## src/rtl/eerd_pkg.sv

```systemverilog
`timescale 1ns/1ps
package eerd_pkg;
  localparam int BYTE_W = 8;
  localparam int ADDR_W = 16;
  localparam int BIT_CW = $clog2(BYTE_W);
  localparam logic [BYTE_W-1:0] CMD_READ = 8'h03;
  localparam int FRAME_BYTES = 3;

  typedef enum logic [3:0] {
    S_IDLE,
    S_EN_HI,
    S_EN_LO,
    S_TX_SET,
    S_TX_RISE,
    S_TX_FALL,
    S_RX_RISE,
    S_RX_FALL,
    S_DELIVER,
    S_DIS_LO,
    S_DIS_HI
  } eerd_state_e;
endpackage

```

## src/rtl/eerd_step_timer.sv

```systemverilog
`timescale 1ns/1ps
module eerd_step_timer #(
  parameter int W = 8
) (
  input  logic         clk,
  input  logic         rst_n,
  input  logic         load,
  input  logic [W-1:0] load_val,
  output logic         done
);
  logic [W-1:0] cnt_q;

  always_ff @(posedge clk or negedge rst_n) begin
    if (!rst_n)           cnt_q <= '0;
    else if (load)        cnt_q <= load_val;
    else if (cnt_q != '0) cnt_q <= cnt_q - W'(1);
  end

  assign done = (cnt_q == '0);
endmodule

```

## src/rtl/eerd_shifter.sv

```systemverilog
`timescale 1ns/1ps
module eerd_shifter
  import eerd_pkg::*;
(
  input  logic              clk,
  input  logic              rst_n,
  input  logic              tx_load,
  input  logic [BYTE_W-1:0] tx_byte,
  input  logic              tx_shift,
  input  logic              rx_shift,
  input  logic              sdi,
  output logic              tx_msb,
  output logic [BYTE_W-1:0] rx_byte
);
  logic [BYTE_W-1:0] tx_q, rx_q;

  always_ff @(posedge clk or negedge rst_n) begin
    if (!rst_n) begin
      tx_q <= '0;
      rx_q <= '0;
    end else begin
      if (tx_load)       tx_q <= tx_byte;
      else if (tx_shift) tx_q <= {tx_q[BYTE_W-2:0], 1'b0};
      if (rx_shift)      rx_q <= {rx_q[BYTE_W-2:0], sdi};
    end
  end

  assign tx_msb  = tx_q[BYTE_W-1];
  assign rx_byte = rx_q;
endmodule

```

## src/rtl/eeprom_bitbang_reader.sv

```systemverilog
`timescale 1ns/1ps
module eeprom_bitbang_reader
  import eerd_pkg::*;
#(
  parameter int CNT_W  = 11,
  parameter int DIV_W  = 8,
  parameter int BASE_W = 32
) (
  input  logic              clk,
  input  logic              rst_n,
  input  logic              start_i,
  input  logic [15:0]       offset_i,
  input  logic [CNT_W-1:0]  count_i,
  input  logic [BASE_W-1:0] base_i,
  input  logic              dev_present_i,
  input  logic              dev_absent_i,
  input  logic [DIV_W-1:0]  step_div_i,
  output logic              sclk_o,
  output logic              sdo_o,
  input  logic              sdi_i,
  output logic              grant_hi_o,
  output logic              grant_lo_o,
  output logic              m_valid_o,
  output logic [7:0]        m_data_o,
  input  logic              m_ready_i,
  output logic              busy_o,
  output logic              error_o
);
  localparam int LAST_IDX = FRAME_BYTES - 1;

  eerd_state_e state_q, nxt;
  logic [BIT_CW-1:0] bit_q;
  logic [1:0]        tx_idx_q;
  logic [CNT_W-1:0]  left_q;
  logic [ADDR_W-1:0] addr_q;
  logic              step_done, step_load, bit_last, fault, accept;
  logic              tx_load, tx_shift, rx_shift;
  logic [BYTE_W-1:0] tx_byte;

  assign fault    = !dev_present_i || dev_absent_i || (|base_i[BASE_W-1:ADDR_W]);
  assign bit_last = (bit_q == BIT_CW'(BYTE_W - 1));
  assign tx_byte  = (state_q == S_EN_HI) ? CMD_READ :
                    (tx_idx_q == 2'd0)   ? addr_q[15:8] : addr_q[7:0];

  always_comb begin
    nxt      = state_q;
    accept   = 1'b0;
    tx_load  = 1'b0;
    tx_shift = 1'b0;
    rx_shift = 1'b0;
    unique case (state_q)
      S_IDLE:    if (start_i && !fault) begin nxt = S_EN_HI; accept = 1'b1; end
      S_EN_HI:   if (step_done) begin nxt = S_EN_LO; tx_load = 1'b1; end
      S_EN_LO:   if (step_done) nxt = S_TX_SET;
      S_TX_SET:  if (step_done) nxt = S_TX_RISE;
      S_TX_RISE: if (step_done) nxt = S_TX_FALL;
      S_TX_FALL: if (step_done) begin
        if (!bit_last) begin
          tx_shift = 1'b1;
          nxt      = S_TX_SET;
        end else if (tx_idx_q != 2'(LAST_IDX)) begin
          tx_load = 1'b1;
          nxt     = S_TX_SET;
        end else begin
          nxt = (left_q == '0) ? S_DIS_LO : S_RX_RISE;
        end
      end
      S_RX_RISE: if (step_done) begin rx_shift = 1'b1; nxt = S_RX_FALL; end
      S_RX_FALL: if (step_done) nxt = bit_last ? S_DELIVER : S_RX_RISE;
      S_DELIVER: if (m_ready_i) nxt = (left_q == CNT_W'(1)) ? S_DIS_LO : S_RX_RISE;
      S_DIS_LO:  if (step_done) nxt = S_DIS_HI;
      S_DIS_HI:  if (step_done) nxt = S_IDLE;
      default:   nxt = S_IDLE;
    endcase
  end

  assign step_load = (nxt != state_q);

  eerd_step_timer #(.W(DIV_W)) timer_i (
    .clk      (clk),
    .rst_n    (rst_n),
    .load     (step_load),
    .load_val (step_div_i),
    .done     (step_done)
  );

  eerd_shifter shifter_i (
    .clk      (clk),
    .rst_n    (rst_n),
    .tx_load  (tx_load),
    .tx_byte  (tx_byte),
    .tx_shift (tx_shift),
    .rx_shift (rx_shift),
    .sdi      (sdi_i),
    .tx_msb   (sdo_o),
    .rx_byte  (m_data_o)
  );

  always_ff @(posedge clk or negedge rst_n) begin
    if (!rst_n) begin
      state_q    <= S_IDLE;
      bit_q      <= '0;
      tx_idx_q   <= '0;
      left_q     <= '0;
      addr_q     <= '0;
      error_o    <= 1'b0;
      sclk_o     <= 1'b0;
      grant_hi_o <= 1'b0;
      grant_lo_o <= 1'b1;
      busy_o     <= 1'b0;
      m_valid_o  <= 1'b0;
    end else begin
      state_q <= nxt;
      if (accept) begin
        bit_q    <= '0;
        tx_idx_q <= '0;
        left_q   <= count_i;
        addr_q   <= base_i[ADDR_W-1:0] + offset_i;
        error_o  <= 1'b0;
      end else if (state_q == S_IDLE && start_i) begin
        error_o <= 1'b1;
      end
      if (step_done && (state_q == S_TX_FALL || state_q == S_RX_FALL))
        bit_q <= bit_q + BIT_CW'(1);
      if (state_q == S_TX_FALL && step_done && bit_last && tx_idx_q != 2'(LAST_IDX))
        tx_idx_q <= tx_idx_q + 2'd1;
      if (state_q == S_DELIVER && m_ready_i)
        left_q <= left_q - CNT_W'(1);
      sclk_o     <= (nxt == S_TX_RISE) || (nxt == S_RX_RISE);
      grant_hi_o <= (nxt != S_IDLE) && (nxt != S_DIS_HI);
      grant_lo_o <= (nxt == S_IDLE) || (nxt == S_EN_HI) ||
                    (nxt == S_DIS_LO) || (nxt == S_DIS_HI);
      busy_o     <= (nxt != S_IDLE);
      m_valid_o  <= (nxt == S_DELIVER);
    end
  end
endmodule

```

## config.mk

```make
export PLATFORM = sky130hd
export DESIGN_NAME = eeprom_bitbang_reader
export DESIGN_NICKNAME = d
export VERILOG_FILES = /design/src/rtl/eerd_pkg.sv /design/src/rtl/eerd_step_timer.sv /design/src/rtl/eerd_shifter.sv /design/src/rtl/eeprom_bitbang_reader.sv
export SDC_FILE = /design/constraint.sdc
export NUM_CORES = 1
export LEC_CHECK = 0
export BUFFER_PORTS_ARGS = -buffer_cell sky130_fd_sc_hd__buf_2
export CAP_MARGIN = 20
export CORE_MARGIN = 5
export CORE_UTILIZATION = 42
export DETAILED_ROUTE_END_ITERATION = 16
export PLACE_DENSITY = 0.62
export SETUP_SLACK_MARGIN = 0.05
export SYNTH_ARGS = -nofsm -noshare
export SYNTH_HDL_FRONTEND = slang
export SYNTH_SLANG_ARGS = --single-unit
```

## constraint.sdc

```tcl
create_clock -name clk -period 3 [get_ports clk]
set_input_delay 0.3 -clock clk [delete_from_list [all_inputs] [get_ports clk]]
set_output_delay 0.3 -clock clk [all_outputs]
set_load 0.01 [all_outputs]
```

==> summary.txt <==
Final layout
  – Layout area overhead: 22.8%
  – Final core utilization: 0.522
  – FILL cells: 948
  – Fin nets: 638
  – Ant. Diodes: 0
  – Ratio of cells with drive above 1 in the final layout: 0.288

STA
  – Setup TNS: 0 ns
  – RSZ-0062 raised after global routing: false
  – Final Cycle Share: 0.915
  – Final worst slack: approximately 0.25 ns
  – Clk_skew: approximately 0.0073 ns
  – Slew Viols, Final: 0
  – Final setup vio count: 0
  – Tmin final: 2.75 ns
  – Final Hold Fails: 0
  – Slew headroom: 0.379
  – Max Fclk: approximately 360 MHz
  – Slew @ Worst Pin: about 0.93 ns

Global routing
  – Antenna violations before repair: 0
  – Largest net degree at the start of global routing: 44
  – Total Routing Usage GR: 0.168
  – Overflow after GRT: 0
  – Vias in the first global route: 3491
  – Wire length of the first global-routing pass: 16000 um

CTS
  – CTS H-tree depth: 3
  – CTS max path bufs: 2
  – Clock sinks: 66
  – Clock root cell: clkbuf_8
  – CTS tree: built
  – Clock Latency Late Sink: 0.34 ns
  – CTS Buf Count: 9
  – Clk pin slew, worst setup/hold paths: roughly 0.070 ns

Floorplan
  – Initial core utilization: 0.425
  – CORE AREA: between 9000 and 10000 um^2
  – DIE AREA: 11800 um^2
  – # IOs: 89
  – Site Rows: 36
  – Die Wd: around 110 um
  – Chip Height: 109 um

Power and ir drop
  – Clk pwr share: 0.373
  – Internal power: 1720 uW
  – Sequential fraction of design power: 0.435
  – Static Leakage: 0.00239 uW
  – Combinational share of power: 0.192
  – Pwr dens: ~470 nW/um^2
  – Max VDD drop: 236 uV
  – Sw frac: 0.265
  – Sw Pwr: a little over 600 uW

Placed design
  – Place WS: 0.229 ns
  – RePlAce Congestion: just over 0.9
  – DP HPWL: 7220 um
  – PortBufs: just under 90

Synth
  – Largest cells by area after synthesis: dfrtp_1, ha_1, mux2_2
  – Post-synth EDFFs: 0
  – Area leader, netlist: dfrtp_1
  – Cell Area, Synth: roughly 4000 um^2
  – Post-synth ARST share: 1.00
  – Yosys cell types: 55
  – Post-synthesis sequential area ratio: 0.403
  – Yosys warnings: 0
  – Syn_nets: between 500 and 600
  – Top_reg_cell synth: dfrtp_1
  – Synth Register Bits: 66
  – Top-area cell type share of the netlist area: 0.397
  – Post-synthesis cell count: 437
  – Syn avg cell area: 9.37 um^2

Flow run
  – Max_cap viols: 0

Worst setup path
  – Worst setup SP type: register
  – Critical Path AT: 2.96 ns
  – Crit Path Max Fanout: 8
  – FF-to-FF path depth: 10
  – CP required: 3.22 ns
  – Critical path endpoint category: register
  – Critical path class: reg -> reg

Route
  – # DRC: 0
  – Initial drt markers: ~170
  – Drt pass-1 iters: 4
  – Post-Route WL: 9410 um
  – Vias per inst: roughly 5.3
  – Post-route ant nets: 0
  – Vias: 3585
  – DR WL/cell: approximately 14 um

Hold path
  – Hold WC Path Type: in -> async

Status
  – Outcome: complete, no violations
[final cells by class]
class                   count  area, um^2  area share
flip-flops and latches     66        1650       0.328
inverters                  22        82.6      0.0164
well taps                 133         166      0.0331
clock inverters             4        72.6      0.0144
repair buffers            106         579       0.115
multi-input cells         335        2310       0.460
clock buffers              12         165      0.0328
[critical path: stages (launching register included)]
cell	delay, ns
dfrtp_1	0.40
inv_1	0.09
ha_1	0.20
nor4b_4	0.24
buf_6	0.16
nand3_1	0.12
mux2i_1	0.19
o21ai_0	0.12
a211o_1	0.35
o2111ai_4	0.36
mux2_2	0.38
[synthesized netlist by cell type, types with 4 or more instances]
master and instances:
a21oi_1 28, and3_1 6, clkbuf_1 12, dfrtp_1 65
ha_1 23, inv_1 22, mux2_2 18, mux2i_1 16
nand2_1 48, nand2b_1 5, nand3_1 19, nand4_1 7
nor2_1 32, nor2b_1 7, nor3_1 9, nor4_1 7
o211ai_1 4, o21ai_0 27, o221a_2 6, o22ai_1 7
o31ai_1 6, or3_1 4, xnor2_1 6, xor2_1 7
[worst paths after layout]
check	from	endpoint	slack, ns
min in group clk	count_i[8]	left_q[8]$_DFFE_PN0P_	0.18
max in group asynchronous	rst_n	addr_q[10]$_DFFE_PN0P_	2.16
setup / recovery	timer_i.cnt_q[0]$_DFFE_PN0P_	timer_i.cnt_q[5]$_DFFE_PN0P_	0.25
setup reg to reg	timer_i.cnt_q[0]$_DFFE_PN0P_	timer_i.cnt_q[5]$_DFFE_PN0P_	0.25
hold reg to reg	addr_q[10]$_DFFE_PN0P_	addr_q[10]$_DFFE_PN0P_	0.49
hold / removal	rst_n	m_valid_o$_DFF_PN0_	0.10
[through the flow]
step / power [uW] / instances / cell area [um^2] / hold WS (ns)
global route: 2490 / 678 / 5030 / 0.180
global placement: 1470 / 660 / 4780 / 0.458
floorplan: 1330 / 437 / 4100 / 0.00441
CTS: 2380 / 676 / 5010 / 0.125
finish: 2350 / 678 / 5030 / 0.103
detailed placement: 1490 / 660 / 4780 / 0.469
[what timing repair did]
| item | CTS | global route |
|---|---|---|
| setup endpoints to repair | 0 | 7 |
| buffers inserted | 0 | 2 |
| endpoints found under the hold margin | 0 | 0 |
| hold buffers | 0 | 0 |
| gates resized for setup | 0 | 1 |
[sequential cells by signal, summed over array words and instances (netlist names)]
signal	cells
error_o	1
addr_q	16
bit_q	3
grant_hi_o	1
shifter_i.rx_byte	8
timer_i.cnt_q	8
m_valid_o	1
shifter_i.tx_q	8
state_q	4
left_q	11
busy_o	1
grant_lo_o	1
sclk_o	1
tx_idx_q	2
[power groups by stage]
stage,Sequential (uW),Combinational (uW),Clock [uW]
global route,1030,514,944
CTS,1020,455,904
finish,1020,450,875
global placement,1040,438,0
detailed placement,1040,454,0
floorplan,1020,309,0
[metal layers]
metal / track usage / vias to the layer above / part of all wire
li1: - / 1798 / -
met1: 0.213 / 1686 / 0.45
met2: 0.289 / 85 / 0.49
met3: 0.0266 / 16 / 0.045
met4: 0.0595 / 0 / 0.015
met5: 0 / - / 0
[logic make-up after synthesis]
logic type | count (synthesis) | share of synthesized area
buffers and inverters | 36 | 0.0330
adder cells (fa/ha/maj) | 24 | 0.0751
flip-flops | 66 | 0.403
AO/OA/AOI/OAI | 102 | 0.170
XOR/XNOR | 13 | 0.0278
AND/OR/NAND/NOR | 161 | 0.198
multiplexers | 35 | 0.0922
[cell usage in the layout (no fill, tap or decap), drive strengths merged, types with 11 or more instances in the layout]
master,n
a21oi,28
buf,106
clkbuf,12
dfrtp,65
ha,23
inv,22
mux2,19
mux2i,16
nand2,48
nand3,19
nor2,32
nor3,11
o21ai,27
(Power assumes the default switching activity.)
